--- config.mk ---
export PLATFORM = sky130hd
export DESIGN_NAME = mpu_region_bank
export DESIGN_NICKNAME = d
export VERILOG_FILES = /design/src/rtl/mpu_bank_pkg.sv /design/src/rtl/mpu_bank_decode.sv /design/src/rtl/mpu_region_index.sv /design/src/rtl/mpu_region_array.sv /design/src/rtl/mpu_region_bank.sv
export SDC_FILE = /design/constraint.sdc
export NUM_CORES = 1
export LEC_CHECK = 0
export BUFFER_PORTS_ARGS = -buffer_cell sky130_fd_sc_hd__buf_2
export CORE_MARGIN = 1.5
export CORE_UTILIZATION = 50
export CTS_BUF_LIST = sky130_fd_sc_hd__clkbuf_4
export CTS_CLUSTER_SIZE = 30
export DETAILED_ROUTE_END_ITERATION = 8
export PLACE_DENSITY_LB_ADDON = 0.05
export SLEW_MARGIN = 30
export SYNTH_ARGS = -nofsm -noshare
export SYNTH_HDL_FRONTEND = slang
export SYNTH_SLANG_ARGS = --single-unit
--- constraint.sdc ---
create_clock -name clk -period 4.4 [get_ports clk]
set_clock_uncertainty 0.2 [all_clocks]
set_input_delay 0.66 -clock clk [delete_from_list [all_inputs] [get_ports clk]]
set_output_delay 0.66 -clock clk [all_outputs]
set_load 0.1 [all_outputs]
--- src/rtl/mpu_bank_pkg.sv ---
package mpu_bank_pkg;

  typedef enum logic [2:0] {
    SEL_NONE   = 3'd0,
    SEL_BASE   = 3'd1,
    SEL_SIZE   = 3'd2,
    SEL_ACCESS = 3'd3,
    SEL_INDEX  = 3'd4
  } reg_sel_e;

  localparam int unsigned N_ARRAYS = 3;

  // coordinate encodings decoded by the bank
  localparam int unsigned ENC_CRN        = 6;
  localparam int unsigned ENC_OPC1       = 0;
  localparam int unsigned ENC_CRM_REGION = 1;
  localparam int unsigned ENC_CRM_INDEX  = 2;
  localparam int unsigned ENC_OPC2_BASE  = 0;
  localparam int unsigned ENC_OPC2_SIZE  = 2;
  localparam int unsigned ENC_OPC2_ACC   = 4;
  localparam int unsigned ENC_OPC2_INDEX = 0;

endpackage

--- src/rtl/mpu_bank_decode.sv ---
module mpu_bank_decode
  import mpu_bank_pkg::*;
#(
  parameter int unsigned CRN_W  = 4,
  parameter int unsigned OPC1_W = 3,
  parameter int unsigned CRM_W  = 4,
  parameter int unsigned OPC2_W = 3
) (
  input  logic [CRN_W-1:0]  crn,
  input  logic [OPC1_W-1:0] opc1,
  input  logic [CRM_W-1:0]  crm,
  input  logic [OPC2_W-1:0] opc2,
  output reg_sel_e          sel
);

  logic group_hit;
  assign group_hit = (crn == CRN_W'(ENC_CRN)) && (opc1 == OPC1_W'(ENC_OPC1));

  // fixed coordinate map
  always_comb begin
    sel = SEL_NONE;
    if (group_hit) begin
      if (crm == CRM_W'(ENC_CRM_REGION)) begin
        if (opc2 == OPC2_W'(ENC_OPC2_BASE))      sel = SEL_BASE;
        else if (opc2 == OPC2_W'(ENC_OPC2_SIZE)) sel = SEL_SIZE;
        else if (opc2 == OPC2_W'(ENC_OPC2_ACC))  sel = SEL_ACCESS;
      end else if (crm == CRM_W'(ENC_CRM_INDEX)) begin
        if (opc2 == OPC2_W'(ENC_OPC2_INDEX))     sel = SEL_INDEX;
      end
    end
  end

endmodule

--- src/rtl/mpu_region_index.sv ---
module mpu_region_index #(
  parameter int unsigned NUM_REGIONS = 8,
  parameter int unsigned IDX_W       = 3,
  parameter int unsigned DATA_W      = 32
) (
  input  logic              clk,
  input  logic              rst,
  input  logic              wr_en,
  input  logic [DATA_W-1:0] wdata,
  output logic [IDX_W-1:0]  idx_q
);

  localparam logic [DATA_W-1:0] LIMIT = DATA_W'(NUM_REGIONS);

  logic in_range;
  assign in_range = (wdata < LIMIT);

  always_ff @(posedge clk) begin
    if (rst)                     idx_q <= '0;
    else if (wr_en && in_range)  idx_q <= wdata[IDX_W-1:0];
  end

  AST_IDX_DROP_OOR: assert property (@(posedge clk) disable iff (rst)
    (wr_en && (wdata >= LIMIT)) |=> $stable(idx_q));

  AST_IDX_TAKE_LEGAL: assert property (@(posedge clk) disable iff (rst)
    (wr_en && (wdata < LIMIT)) |=> (idx_q == $past(wdata[IDX_W-1:0])));

endmodule

--- src/rtl/mpu_region_array.sv ---
module mpu_region_array #(
  parameter int unsigned DEPTH  = 8,
  parameter int unsigned IDX_W  = 3,
  parameter int unsigned DATA_W = 32
) (
  input  logic              clk,
  input  logic              rst,
  input  logic              wr_en,
  input  logic              rd_en,
  input  logic [IDX_W-1:0]  idx,
  input  logic [DATA_W-1:0] wdata,
  output logic [DATA_W-1:0] rd_word
);

  // storage without reset so it maps onto block RAM
  logic [DATA_W-1:0] mem [DEPTH];
  logic [DATA_W-1:0] mem_q;
  // per-entry written flags carry the reset-to-zero behaviour
  logic [DEPTH-1:0]  written_q;
  logic              hit_q;

  always_ff @(posedge clk) begin
    if (wr_en) mem[idx] <= wdata;
    if (rd_en) mem_q    <= mem[idx];
  end

  always_ff @(posedge clk) begin
    if (rst)        written_q      <= '0;
    else if (wr_en) written_q[idx] <= 1'b1;
  end

  always_ff @(posedge clk) begin
    if (rst)        hit_q <= 1'b0;
    else if (rd_en) hit_q <= written_q[idx];
  end

  assign rd_word = hit_q ? mem_q : '0;

  AST_ARR_MARKED: assert property (@(posedge clk) disable iff (rst)
    wr_en |=> written_q[$past(idx)]);

  AST_ARR_CLEARED: assert property (@(posedge clk)
    $past(rst) |-> (written_q == '0));

endmodule

--- src/rtl/mpu_region_bank.sv ---
module mpu_region_bank
  import mpu_bank_pkg::*;
#(
  parameter int unsigned NUM_REGIONS = 8,
  parameter int unsigned DATA_W      = 32,
  parameter int unsigned CRN_W       = 4,
  parameter int unsigned OPC1_W      = 3,
  parameter int unsigned CRM_W       = 4,
  parameter int unsigned OPC2_W      = 3
) (
  input  logic              clk,
  input  logic              rst,
  input  logic              acc_valid,
  input  logic              acc_write,
  input  logic              acc_priv,
  input  logic [CRN_W-1:0]  acc_crn,
  input  logic [OPC1_W-1:0] acc_opc1,
  input  logic [CRM_W-1:0]  acc_crm,
  input  logic [OPC2_W-1:0] acc_opc2,
  input  logic [DATA_W-1:0] acc_wdata,
  output logic [DATA_W-1:0] rd_data,
  output logic              rd_valid,
  output logic              undef_acc,
  output logic              flush_req
);

  localparam int unsigned IDX_W = (NUM_REGIONS > 1) ? $clog2(NUM_REGIONS) : 1;
  localparam int unsigned DEPTH = (NUM_REGIONS > 0) ? NUM_REGIONS : 1;
  localparam reg_sel_e ARR_SEL [N_ARRAYS] = '{SEL_BASE, SEL_SIZE, SEL_ACCESS};

  reg_sel_e          sel;
  reg_sel_e          sel_q;
  logic              acc_ok;
  logic              acc_bad;
  logic              rd_ok;
  logic [IDX_W-1:0]  idx;
  logic [DATA_W-1:0] idx_rd_q;
  logic [N_ARRAYS-1:0] arr_wr;
  logic [DATA_W-1:0] arr_rd [N_ARRAYS];
  logic              rd_valid_q;
  logic              undef_q;
  logic              flush_q;

  mpu_bank_decode #(
    .CRN_W (CRN_W),
    .OPC1_W(OPC1_W),
    .CRM_W (CRM_W),
    .OPC2_W(OPC2_W)
  ) decode_i (
    .crn (acc_crn),
    .opc1(acc_opc1),
    .crm (acc_crm),
    .opc2(acc_opc2),
    .sel (sel)
  );

  // gate every state change on privilege and a decode hit
  assign acc_ok  = acc_valid && acc_priv && (sel != SEL_NONE);
  assign acc_bad = acc_valid && (!acc_priv || (sel == SEL_NONE));
  assign rd_ok   = acc_ok && !acc_write;

  mpu_region_index #(
    .NUM_REGIONS(NUM_REGIONS),
    .IDX_W      (IDX_W),
    .DATA_W     (DATA_W)
  ) index_i (
    .clk  (clk),
    .rst  (rst),
    .wr_en(acc_ok && acc_write && (sel == SEL_INDEX)),
    .wdata(acc_wdata),
    .idx_q(idx)
  );

  generate
    if (NUM_REGIONS > 0) begin : g_store
      for (genvar g = 0; g < N_ARRAYS; g++) begin : g_arr
        assign arr_wr[g] = acc_ok && acc_write && (sel == ARR_SEL[g]);
        mpu_region_array #(
          .DEPTH (DEPTH),
          .IDX_W (IDX_W),
          .DATA_W(DATA_W)
        ) array_i (
          .clk    (clk),
          .rst    (rst),
          .wr_en  (arr_wr[g]),
          .rd_en  (rd_ok && (sel == ARR_SEL[g])),
          .idx    (idx),
          .wdata  (acc_wdata),
          .rd_word(arr_rd[g])
        );
      end
    end else begin : g_empty
      // no storage, reads zero, writes vanish
      assign arr_wr = '0;
      for (genvar g = 0; g < N_ARRAYS; g++) begin : g_zero
        assign arr_rd[g] = '0;
      end
    end
  endgenerate

  always_ff @(posedge clk) begin
    if (rst) begin
      sel_q      <= SEL_NONE;
      rd_valid_q <= 1'b0;
      undef_q    <= 1'b0;
      flush_q    <= 1'b0;
      idx_rd_q   <= '0;
    end else begin
      sel_q      <= rd_ok ? sel : SEL_NONE;
      rd_valid_q <= rd_ok;
      undef_q    <= acc_bad;
      flush_q    <= |arr_wr;
      idx_rd_q   <= DATA_W'(idx);
    end
  end

  always_comb begin
    unique case (sel_q)
      SEL_BASE:   rd_data = arr_rd[0];
      SEL_SIZE:   rd_data = arr_rd[1];
      SEL_ACCESS: rd_data = arr_rd[2];
      SEL_INDEX:  rd_data = idx_rd_q;
      default:    rd_data = '0;
    endcase
  end

  assign rd_valid  = rd_valid_q;
  assign undef_acc = undef_q;
  assign flush_req = flush_q;

  AST_UNPRIV_REJECT: assert property (@(posedge clk) disable iff (rst)
    (acc_valid && !acc_priv) |=> (undef_acc && !rd_valid && (rd_data == '0) && !flush_req));

  AST_NO_FLUSH_ON_READ: assert property (@(posedge clk) disable iff (rst)
    (!acc_valid || !acc_write) |=> !flush_req);

  AST_READ_ONE_CYCLE: assert property (@(posedge clk) disable iff (rst)
    (acc_valid && !acc_write) |=> (rd_valid != undef_acc));

  AST_ZERO_RGN_NO_FLUSH: assert property (@(posedge clk) disable iff (rst)
    (NUM_REGIONS == 0) |-> !flush_req);

  AST_RESET_QUIET: assert property (@(posedge clk)
    $past(rst) |-> (!rd_valid && !undef_acc && !flush_req));

endmodule

**Yosys cells after proc, flatten, opt, wreduce, memory -nomap -nowiden**

Memory sizes are Yosys's and may differ from the RTL's. A register that Yosys moved wholly into a read port is not among the register bits.
Cells that the tools add are included.
W data, S select, Z words.

- Bits in writable memories: 768
- Logic and storage cells: 85
- Bits in registers: 68
- Latch bits: 0
- Memories: 3
- ROM bits: 0

Memories:

| name | depth | bits a word | rd ports | clocked after memory_dff | wr ports | RTL line | RTL |
|---|---|---|---|---|---|---|---|
| g_store.g_arr[0].array_i.mem | 8 | 32 | 1 | 1 | 1 | mpu_region_array.sv:16 | `logic [DATA_W-1:0] mem [DEPTH];` |
| g_store.g_arr[1].array_i.mem | 8 | 32 | 1 | 1 | 1 | mpu_region_array.sv:16 |  |
| g_store.g_arr[2].array_i.mem | 8 | 32 | 1 | 1 | 1 | mpu_region_array.sv:16 |  |

- Muxes and demuxes: 25
- Add/subtract/negate cells: 0
- Reduce and logical (&&, ||, !) cells: 24
- Magnitude comparators: 3
- Bitwise gates (word level): 4
- Eq/ne operators: 13
- $mul: 0
- Shifts and indexed selects: 0
- Divide/modulo/power cells: 0

Operators by type and width:

| operator | count |
|---|---|
| $pmux W32 S4 | 1 |
| $mux W32 | 3 |
| $lt A32 B4 Y1 const B | 1 |
| $or A8 B8 Y8 | 3 |
| $mux W3 | 6 |
| $eq A3 B2 Y1 const B | 5 |
| $logic_and A1 B1 Y1 | 15 |
| $mux W1 | 10 |
| $bmux W1 S3 | 3 |
| $eq A3 B3 Y1 const B | 3 |
| $logic_not A3 Y1 | 3 |
| $eq A3 B1 Y1 const B | 2 |
| $eq A4 B1 Y1 const B | 1 |
| $eq A4 B2 Y1 const B | 1 |
| $eq A4 B3 Y1 const B | 1 |
| $lt A3 B4 Y1 const B | 1 |
| $demux W1 S3 | 1 |
| $ge A3 B1 Y1 const B | 1 |
| $reduce_bool A3 Y1 | 1 |
| $reduce_or A3 Y1 | 1 |
| $logic_not A1 Y1 | 2 |
| $mux W2 | 1 |
| $reduce_or A2 Y1 | 1 |
| $logic_or A1 B1 Y1 | 1 |
| $not A1 Y1 | 1 |

**Depth between registers and ports, before layout**

Gate-level depths: netlist of run 1.

- Depth after elaboration: 12
- Mapped depth: 8

**Cells and area by module**

A second synthesis of run 1 with hierarchy kept.

- Cells, all modules: 2090
- Area, all modules: 36318.6 µm²

By module, submodules not included:

| module | area each (µm²) | seq. area each (µm²) | instances | cells each |
|---|---|---|---|---|
| mpu_region_array at g_store.g_arr[1].array_i | 11521.0 | 8828.5 | 1 | 630 |
| mpu_region_array at g_store.g_arr[2].array_i | 11512.3 | 8828.5 | 1 | 636 |
| mpu_region_array at g_store.g_arr[0].array_i | 11463.5 | 8828.5 | 1 | 637 |
| mpu_region_bank | 1515.2 | 180.2 | 1 | 154 |
| mpu_region_index | 221.5 | 60.1 | 1 | 23 |
| mpu_bank_decode | 85.1 | 0.0 | 1 | 10 |

**Least setup slack after synthesis of run 1**

OpenSTA, ideal clock, no wires.

- Path kind: input -> register
- Start point: input acc_opc1[1]
- End point: memory g_store.g_arr[2].array_i.mem[3][0], enable pin
- Stages on the path: 4
- Arrival: 3.960 ns
- Setup time: 0.461 ns
- Setup slack: -0.221 ns
- Cell sequence: or4b_4 nor3_4 nand3_1 nor3_1

- Longest elaborated chain between the ends: 9
- Elaborated cells on any way between the ends: 10
- Those cells by class: eq/ne: 1; mux: 3; reduce/logical: 6

RTL lines:

| element | RTL line | RTL |
|---|---|---|
| start: declaration | mpu_region_bank.sv:17 | `input logic [OPC1_W-1:0] acc_opc1,` |
| $logic_not A3 Y1 (*) | mpu_bank_decode.sv:17 | `assign group_hit = (crn == CRN_W'(ENC_CRN)) && (opc1 == OPC1_W'(ENC_OPC1));` |
| $logic_and A1 B1 Y1 (*) | mpu_bank_decode.sv:17 |  |
| $mux W3 (*) | mpu_bank_decode.sv:22 | `if (group_hit) begin` |
| $reduce_bool A3 Y1 | mpu_region_bank.sv:58 | `assign acc_ok = acc_valid && acc_priv && (sel != SEL_NONE);` |
| $logic_and A1 B1 Y1 | mpu_region_bank.sv:58 |  |
| $logic_and A1 B1 Y1 | mpu_region_bank.sv:77 | `assign arr_wr[g] = acc_ok && acc_write && (sel == ARR_SEL[g]);` |
| $logic_and A1 B1 Y1 (*) | mpu_region_bank.sv:77 |  |
| $mux W1 (*) | mpu_region_array.sv:23 | `if (wr_en) mem[idx] <= wdata;` |
| $mux W1 (not written as such) (*) | mpu_region_array.sv:23 |  |
| end: declaration | mpu_region_array.sv:16 |  |

Mark *: on every way between the ends. The rest lies on a longest branch, timed or not.

**Worst setup path after layout of run 1**

- Start point: register sel_q[2]
- End point: output rd_data[27]

- Longest elaborated chain between the ends: 2
- Elaborated cells on any way between the ends: 5
- Those cells by class: eq/ne: 4; mux: 1

RTL lines:

| element | RTL line | RTL |
|---|---|---|
| start: declaration | mpu_region_bank.sv:32 | `reg_sel_e sel_q;` |
| start signal: assignment | mpu_region_bank.sv:109 | `sel_q <= rd_ok ? sel : SEL_NONE;` |
| $eq A3 B3 Y1, or another cell as far along | mpu_region_bank.sv:118 | `unique case (sel_q)` |
| $pmux W32 S4 (*) | mpu_region_bank.sv:118 |  |
| end: declaration | mpu_region_bank.sv:21 | `output logic [DATA_W-1:0] rd_data,` |

Marks and branches as above.

==> results of run 1 <==
[worst max-delay path by stage]
stage                     from  slack (ns)  depth (start not counted)                                 end
detailed placement  acc_crn[3]        0.90                          6  g_store.g_arr[1].array_i.mem[1][4]
global route          sel_q[0]        0.08                          5                         rd_data[27]
global placement    acc_crn[3]        0.89                          6  g_store.g_arr[1].array_i.mem[1][4]
CTS                   sel_q[2]        0.11                          5                         rd_data[17]
finish                sel_q[2]        0.18                          5                         rd_data[27]
floorplan           acc_crn[3]        0.44                          6  g_store.g_arr[1].array_i.mem[1][0]
[layer usage]
layer / part of all wire / track usage / vias up
met5: 0.00013 / 0 / -
met4: 0.022 / 0.0915 / 2
met3: 0.084 / 0.0575 / 166
met2: 0.49 / 0.483 / 1024
met1: 0.41 / 0.409 / 10500
li1: - / - / 8685
[cells by family (layout without fill, tap and decap cells)]
| logic type | count (synthesis) | in the layout |
|---|---|---|
| AOI/OAI and AO/OA | 451 | 451 |
| DFF | 903 | 903 |
| muxes | 148 | 148 |
| buffers and inverters | 154 | 655 |
| xor gates and xnor gates | 1 | 1 |
| and+or+nand+nor | 261 | 261 |
| other | 0 | 4 |
[final cells by class]
type,instances,area (um2),share of cell area
Multi-Input combinational cell,861,6670,0.170
Tap cell,873,1090,0.0278
Clock inverter,66,394,0.0100
Inverter,33,124,0.00315
Antenna cell,4,10.0,0.000255
Clock buffer,320,2400,0.0611
Timing Repair Buffer,236,1870,0.0477
Sequential cell,903,26700,0.680
[where the power goes]
part	switching, W	leakage (nW)	internal (W)
Combinational	0.000162	3.24	0.0000492
Sequential	0.000000115	8.08	0.00938
Clock	0.00329	1.66	0.00360
[through the flow]
step / setup WS, ns / std cells / hold WS [ns] / utilization / instance area (um2)
2_1_floorplan: 0.439 / 1918 / 0.231 / - / 33800
3_3_place_gp: 0.894 / 2857 / 0.246 / 0.537 / 36000
6_report: 0.182 / 3296 / 0.135 / 0.586 / 39300
5_1_grt: 0.0838 / 3296 / 0.104 / 0.586 / 39300
3_5_place_dp: 0.896 / 2858 / 0.255 / 0.537 / 36000
4_1_cts: 0.108 / 3292 / 0.00637 / 0.586 / 39300
[critical path: cells and delay by family (launching register included)]
family          cells  cell delay (ns)
compound gates      1             0.66
buf+inv             3             0.73
simple gates        1             0.46
flops               1             0.48
[state kept, by name, summed over array words and instances (netlist names)]
name,flops
g_store.g_arr.array_i.written_q,24
flush_req,1
idx_rd_q,3
g_store.g_arr.array_i.mem_q,96
index_i.idx_q,3
sel_q,3
g_store.g_arr.array_i.mem,768
g_store.g_arr.array_i.hit_q,3
undef_acc,1
rd_valid,1
[cell usage in the layout, fill, tap and decap left out, types with 7 or more instances in the layout]
cell and count:
a221o_1 37, o2111ai_1 12, nor2_1 96, o22ai_1 9, o221ai_1 7, mux2_2 48, a221oi_1 80, edfxtp_1 864
mux4_2 17, buf_4 88, inv_1 31, mux2i_1 80, buf_2 85, buf_12 14, nor2_4 25, clkbuf_4 320
dfxtp_1 36, a222oi_1 36, clkinv_1 51, a211oi_1 14, nor2_2 8, nand2_1 67, a21oi_1 104, o21ai_0 33
a22o_1 30, nand3_1 8, a22oi_1 80, dlygate4sd3_1 48
[what timing repair did]
| item | 4_1_cts | 5_1_grt |
|---|---|---|
| hold endpoints to repair | 803 | 0 |
| hold buffers | 48 | 0 |
| setup endpoints to repair | 0 | 0 |
==> load_flow_metrics.sql, run 1 <==
INSERT INTO impl_metrics (metric_group, metric, value, unit) VALUES
('yosys', 'adder_and_majority_cell_fraction_of_the_synthesized_area', '0', ''),
('setup_path', 'r2r.worst_path.cells', '5', ''),
('setup_path', 'critical_path.slowest_cell', 'a222oi_1', ''),
('yosys', 'xor_xnor_fraction_of_synth_area', '0.000259', ''),
('timing', 'setup_violations', '0', ''),
('finish', 'drive_gt1_frac', '0.267', ''),
('timing', 'hold_violations', '0', ''),
('global_routing', 'gr-usage-all-layers', '0.297', ''),
('routing', 'dr.pass1.iters', '6', ''),
('die', 'floorplan.die.height', '263', 'um'),
('yosys', 'synth-async-reset-ratio', '0', ''),
('die', 'ios', '86', ''),
('setup_path', 'cp_cell_sequence', 'and4b_2 > buf_4 > a222oi_1 > inv_1 > buf_2', ''),
('clocking', 'clk-insertion-delay-late', '1.04', 'ns'),
('timing', 'drv_slew', '0', ''),
('setup_path', 'setup.worst_path.start_class', 'flip-flop', ''),
('flow_run', 'max_cap_violations', '0', ''),
('timing', 'tns', '0', 'ns'),
('min_path', 'min_delay_path_depth', '6', ''),
('setup_path', 'worst-path-max-fanout', '17', ''),
('yosys', 'synthDistinctLibCells', '55', ''),
('timing', 'period_share', '0.959', ''),
('yosys', 'synth_seq_cells', '903', ''),
('clocking', 'cts_resized', '0', ''),
('timing', 'max_freq', '0.237', 'GHz'),
('timing', 'timing_worst_slew_pin_value', '0.981', 'ns'),
('setup_path', 'cp-end-kind', 'output port', ''),
('timing', 'grt_setup_unrepaired', 'false', ''),
('global_routing', 'grt_max_degree', '77', ''),
('yosys', 'synth.area.mux_share', '0.0521', ''),
('routing', 'postRouteAntennaNets', '0', ''),
('routing', 'avgViaCountPerCell', '6.18', ''),
('yosys', 'synth.most_common_cell', 'edfxtp_1', ''),
('clocking', 'clkSinkCount', '903', ''),
('min_path', 'min_from', 'acc_opc1[1]', ''),
('yosys', 'synth_compound_area_frac', '0.100', ''),
('finish', 'fillCellCount', '5268', ''),
('yosys', 'syn-instance-count', '1918', ''),
('power', 'ir_worst_vdd', '272', 'uV'),
('yosys', 'synth_top_flop_cell', 'edfxtp_1', ''),
('power', 'cellLeakagePower', '13.0', 'nW'),
('yosys', 'synth_largest_type_area_fraction', '0.768', ''),
('yosys', 'post_synthesis_instance_area', '33800', 'um2'),
('placement', 'routabilityCongestion', '0.823', ''),
('die', 'initial_utilization', '0.504', ''),
('placement', 'detailed_place_hpwl', '57400', 'um'),
('clocking', 'cts.reportedPaths.clkPinSlew', '0.06', 'ns'),
('power', 'power_density', '420', 'nW/um2'),
('finish', 'syn_to_final_growth', '16.4', '%'),
('clocking', 'clock_tree.htree_level_count', '4', ''),
('yosys', 'post_synth_edffs', '864', ''),
('timing', 'slew-limit-headroom', '0.329', ''),
('clocking', 'cts.repair_timing.setup_buffer_count', '0', ''),
('yosys', 'yosys-top-cells-count', '864 x edfxtp_1, 126 x nor2_1, 104 x a21oi_1', ''),
('setup_path', 'critical_path.reg2reg.endpoint', 'g_store.g_arr[2].array_i.mem_q[26]', ''),
('die', 'die_width', '263', 'um'),
('clocking', 'tritoncts.num_buffers', '226', ''),
('finish', 'final_net_count', '2312', ''),
('global_routing', 'gr-total-overflow', '0', ''),
('min_path', 'holdPathEnd', 'g_store.g_arr[0].array_i.written_q[5]', ''),
('yosys', 'post_synth_main_area_contributors', 'edfxtp_1 77%, mux2i_1 2.4%, dfxtp_1 2.3%', ''),
('yosys', 'fraction_of_the_mapped_netlist_area_in_simple_logic_gates', '0.0369', ''),
('die', 'die_area', '69100', 'um2'),
('global_routing', 'number_of_antenna_violations_at_the_first_check_in_global_routing', '4', ''),
('yosys', 'yosysTopAreaCell', 'edfxtp_1', ''),
('routing', 'totalWireLength', '101000', 'um'),
('setup_path', 'worstPathArrival', '3.36', 'ns'),
('die', 'core_region_area', '67000', 'um2'),
('setup_path', 'crit-reg2reg-launch', 'index_i.idx_q[2]', ''),
('timing', 'final_period_minus_worst_setup_slack', '4.22', 'ns'),
('run_status', 'result_of_the_run', 'completed', '');
(Power assumes the default switching activity.)
==> run 2: changes to the inputs <==
- clock period: 4.4 -> 3.5 ns (I/O delays scaled with it)
==> load_flow_metrics.sql, run 2 (synthesized netlist as in run 1, its figures left out) <==
INSERT INTO impl_metrics (metric_group, metric, value, unit) VALUES
('routing', 'detail_route.drc_violations', '0', ''),
('global_routing', 'grt_pass1_wl', '153000', 'um'),
('power', 'cellLeakagePower', '13.4', 'nW'),
('die', 'die_area', '69100', 'um2'),
('min_path', 'holdCritPathClass', 'in -> reg', ''),
('placement', 'detailed_place_hpwl', '63000', 'um'),
('setup_path', 'reg2reg_slack', '0.51', 'ns'),
('setup_path', 'cp-end-kind', 'output port', ''),
('clocking', 'tritoncts.num_buffers', '225', ''),
('timing', 'grt_setup_unrepaired', 'true', ''),
('run_status', 'result_of_the_run', 'finished with violations', ''),
('global_routing', 'grt_max_degree', '52', ''),
('finish', 'fillCellCount', '5069', ''),
('timing', 'tns', '-0.0685', 'ns'),
('clocking', 'cts_buffer_depth', '3', ''),
('finish', 'area_used_by_multi_input_combinational_logic', '6680', 'um2'),
('timing', 'max_freq', '0.283', 'GHz'),
('timing', 'hold_violations', '0', ''),
('global_routing', 'gr-usage-all-layers', '0.315', ''),
('placement', 'dpl.cell_count', '2904', ''),
('die', 'core_region_area', '67000', 'um2'),
('power', 'ir_worst_vdd', '285', 'uV'),
('routing', 'routed-via-count', '21200', ''),
('setup_path', 'crit-reg2reg-launch', 'index_i.idx_q[1]', ''),
('finish', 'final_net_count', '2375', ''),
('finish', 'reg.largest.list', 'g_store.g_arr.array_i.mem: 768 flops, g_store.g_arr.array_i.mem_q: 96 flops, g_store.g_arr.array_i.written_q: 24 flops', ''),
('routing', 'wire_per_inst', '32.2', 'um'),
('placement', 'detailedPlace.worstSlack', '0.391', 'ns'),
('run_status', 'violated_checks', 'setup timing', ''),
('placement', 'io_buffers', '85', ''),
('global_routing', 'gr-total-overflow', '0', ''),
('clocking', 'clkSinkCount', '903', ''),
('timing', 'drv_slew', '0', ''),
('clocking', 'clock-root-buffer', 'clkbuf_4', ''),
('finish', 'most_frequent_cells_in_the_layout', '864 x edfxtp_1, 332 x clkbuf_4, 122 x buf_4', ''),
('finish', 'syn_to_final_growth', '19.7', '%'),
('flow_run', 'max_cap_violations', '0', ''),
('placement', 'routabilityCongestion', '0.832', ''),
('routing', 'totalWireLength', '108000', 'um'),
('routing', 'dr.pass1.iters', '6', ''),
('clocking', 'tritoncts', 'built', ''),
('routing', 'drt_first_iter_violations', '2742', ''),
('clocking', 'clock_tree.htree_level_count', '4', ''),
('setup_path', 'worstPathArrival', '2.81', 'ns'),
('clocking', 'cts.reportedPaths.clkPinSlew', '0.06', 'ns'),
('setup_path', 'crit_path_max_incr_delay', '0.39', 'ns'),
('finish', 'regMostFlops', 'g_store.g_arr.array_i.mem', ''),
('setup_path', 'cp_cell_sequence', 'and4b_4 > buf_12 > buf_4 > a222oi_1 > inv_1 > buf_12', ''),
('clocking', 'clk-insertion-delay-late', '1.08', 'ns'),
('finish', 'most_frequent_standard_cell_in_the_layout_excluding_fill_and_tap_cells', 'edfxtp_1', ''),
('setup_path', 'critical_path.slowest_cell', 'dfxtp_4', ''),
('setup_path', 'setup.worst_path.start_class', 'flip-flop', ''),
('setup_path', 'setup.worst_path.start', 'sel_q[2]', ''),
('finish', 'largest_reg_flops', '768', ''),
('routing', 'avgViaCountPerCell', '6.32', ''),
('power', 'power_density', '511', 'nW/um2'),
('timing', 'slew-limit-headroom', '0.324', ''),
('setup_path', 'worst-path-max-fanout', '17', ''),
('setup_path', 'critPathRequiredTime', '2.77', 'ns'),
('die', 'initial_utilization', '0.504', ''),
('die', 'ios', '86', ''),
('die', 'std_cell_rows', '95', ''),
('setup_path', 'crit_type', 'reg -> out', ''),
('finish', 'postLayoutCoreUtil', '0.603', ''),
('finish', 'regArea', '26800', 'um2'),
('global_routing', 'vias_in_the_first_global_route', '20900', ''),
('min_path', 'min_from', 'acc_crm[2]', ''),
('finish', 'final_design_area_no_fill', '40400', 'um2'),
('setup_path', 'critical_path.reg2reg.endpoint', 'g_store.g_arr[0].array_i.mem[2][5]', ''),
('timing', 'setup_violations', '4', ''),
('die', 'floorplan.die.height', '263', 'um'),
('timing', 'final_critical_path_setup_slack', '-0.0390', 'ns'),
('setup_path', 'timing.critical_path.buf_inv', '4', ''),
('timing', 'final_period_minus_worst_setup_slack', '3.54', 'ns'),
('timing', 'timing_worst_slew_pin_value', '1.01', 'ns'),
('finish', 'final_cells', '3355', ''),
('timing', 'period_share', '1.01', ''),
('placement', 'detailed_place.area', '36600', 'um2'),
('min_path', 'holdPathEnd', 'rd_valid', ''),
('global_routing', 'number_of_antenna_violations_at_the_first_check_in_global_routing', '3', ''),
('min_path', 'min_delay_path_depth', '6', ''),
('setup_path', 'path_delay_family', 'buffers and inverters', ''),
('routing', 'postRouteAntennaNets', '0', ''),
('finish', 'drive_gt1_frac', '0.290', ''),
('die', 'die_width', '263', 'um'),
('setup_path', 'path_common_cell', 'buf_12', ''),
('setup_path', 'r2r.worst_path.cells', '6', '');
-- run 2: per-stage QoR --
step,power [W],hold WS [ns]
after floorplan,0.0121,0.231
after global placement,0.0123,0.246
after detailed placement,0.0123,0.255
after CTS,0.0208,0.0216
after global routing,0.0214,0.0799
final,0.0206,0.148
-- run 2: layout make-up --
type | count | area share
Antenna cell | 3 | 0.000186
Clock buffer | 332 | 0.0617
Clock inverter | 50 | 0.00644
Inverter | 33 | 0.00307
Multi-Input combinational cell | 861 | 0.165
Sequential cell | 903 | 0.662
Tap cell | 873 | 0.0270
Timing Repair Buffer | 300 | 0.0743
-- run 2: worst max path at each step --
| stage | depth (start not counted) | endpoint | slack, ns |
|---|---|---|---|
| floorplan | 6 | g_store.g_arr[1].array_i.mem[1][0] | -0.33 |
| global placement | 5 | index_i.idx_q[2] | 0.04 |
| detailed placement | 5 | index_i.idx_q[2] | 0.39 |
| CTS | 7 | rd_data[17] | -0.12 |
| global route | 5 | rd_data[22] | -0.15 |
| finish | 6 | rd_data[7] | -0.04 |
-- run 2: timing repair --
item,CTS,global route
gates resized for setup,100,13
hold buffers,54,0
setup buffers,13,2
gates cloned,2,0
pin swaps,15,7
endpoints found under the setup margin,32,26
endpoints found under the hold margin,808,0
-- run 2: report_power, final --
part	switching, W	internal, W
sequential	0.000000222	0.0118
combinational	0.000221	0.0000744
clock	0.00412	0.00443
-- run 2: layer usage --
metal,track usage,routed length [um]
met3,0.0662,9420
met1,0.439,44000
met5,0,0
met4,0.110,3030
met2,0.496,51500
-- run 2: worst register-to-register path: stages, from the launching register on --
cell	delay [ns]
dfxtp_4	0.71
inv_2	0.16
buf_4	0.21
nor2_2	0.40
nand2_1	0.41
nor2_4	0.25
buf_12	0.28
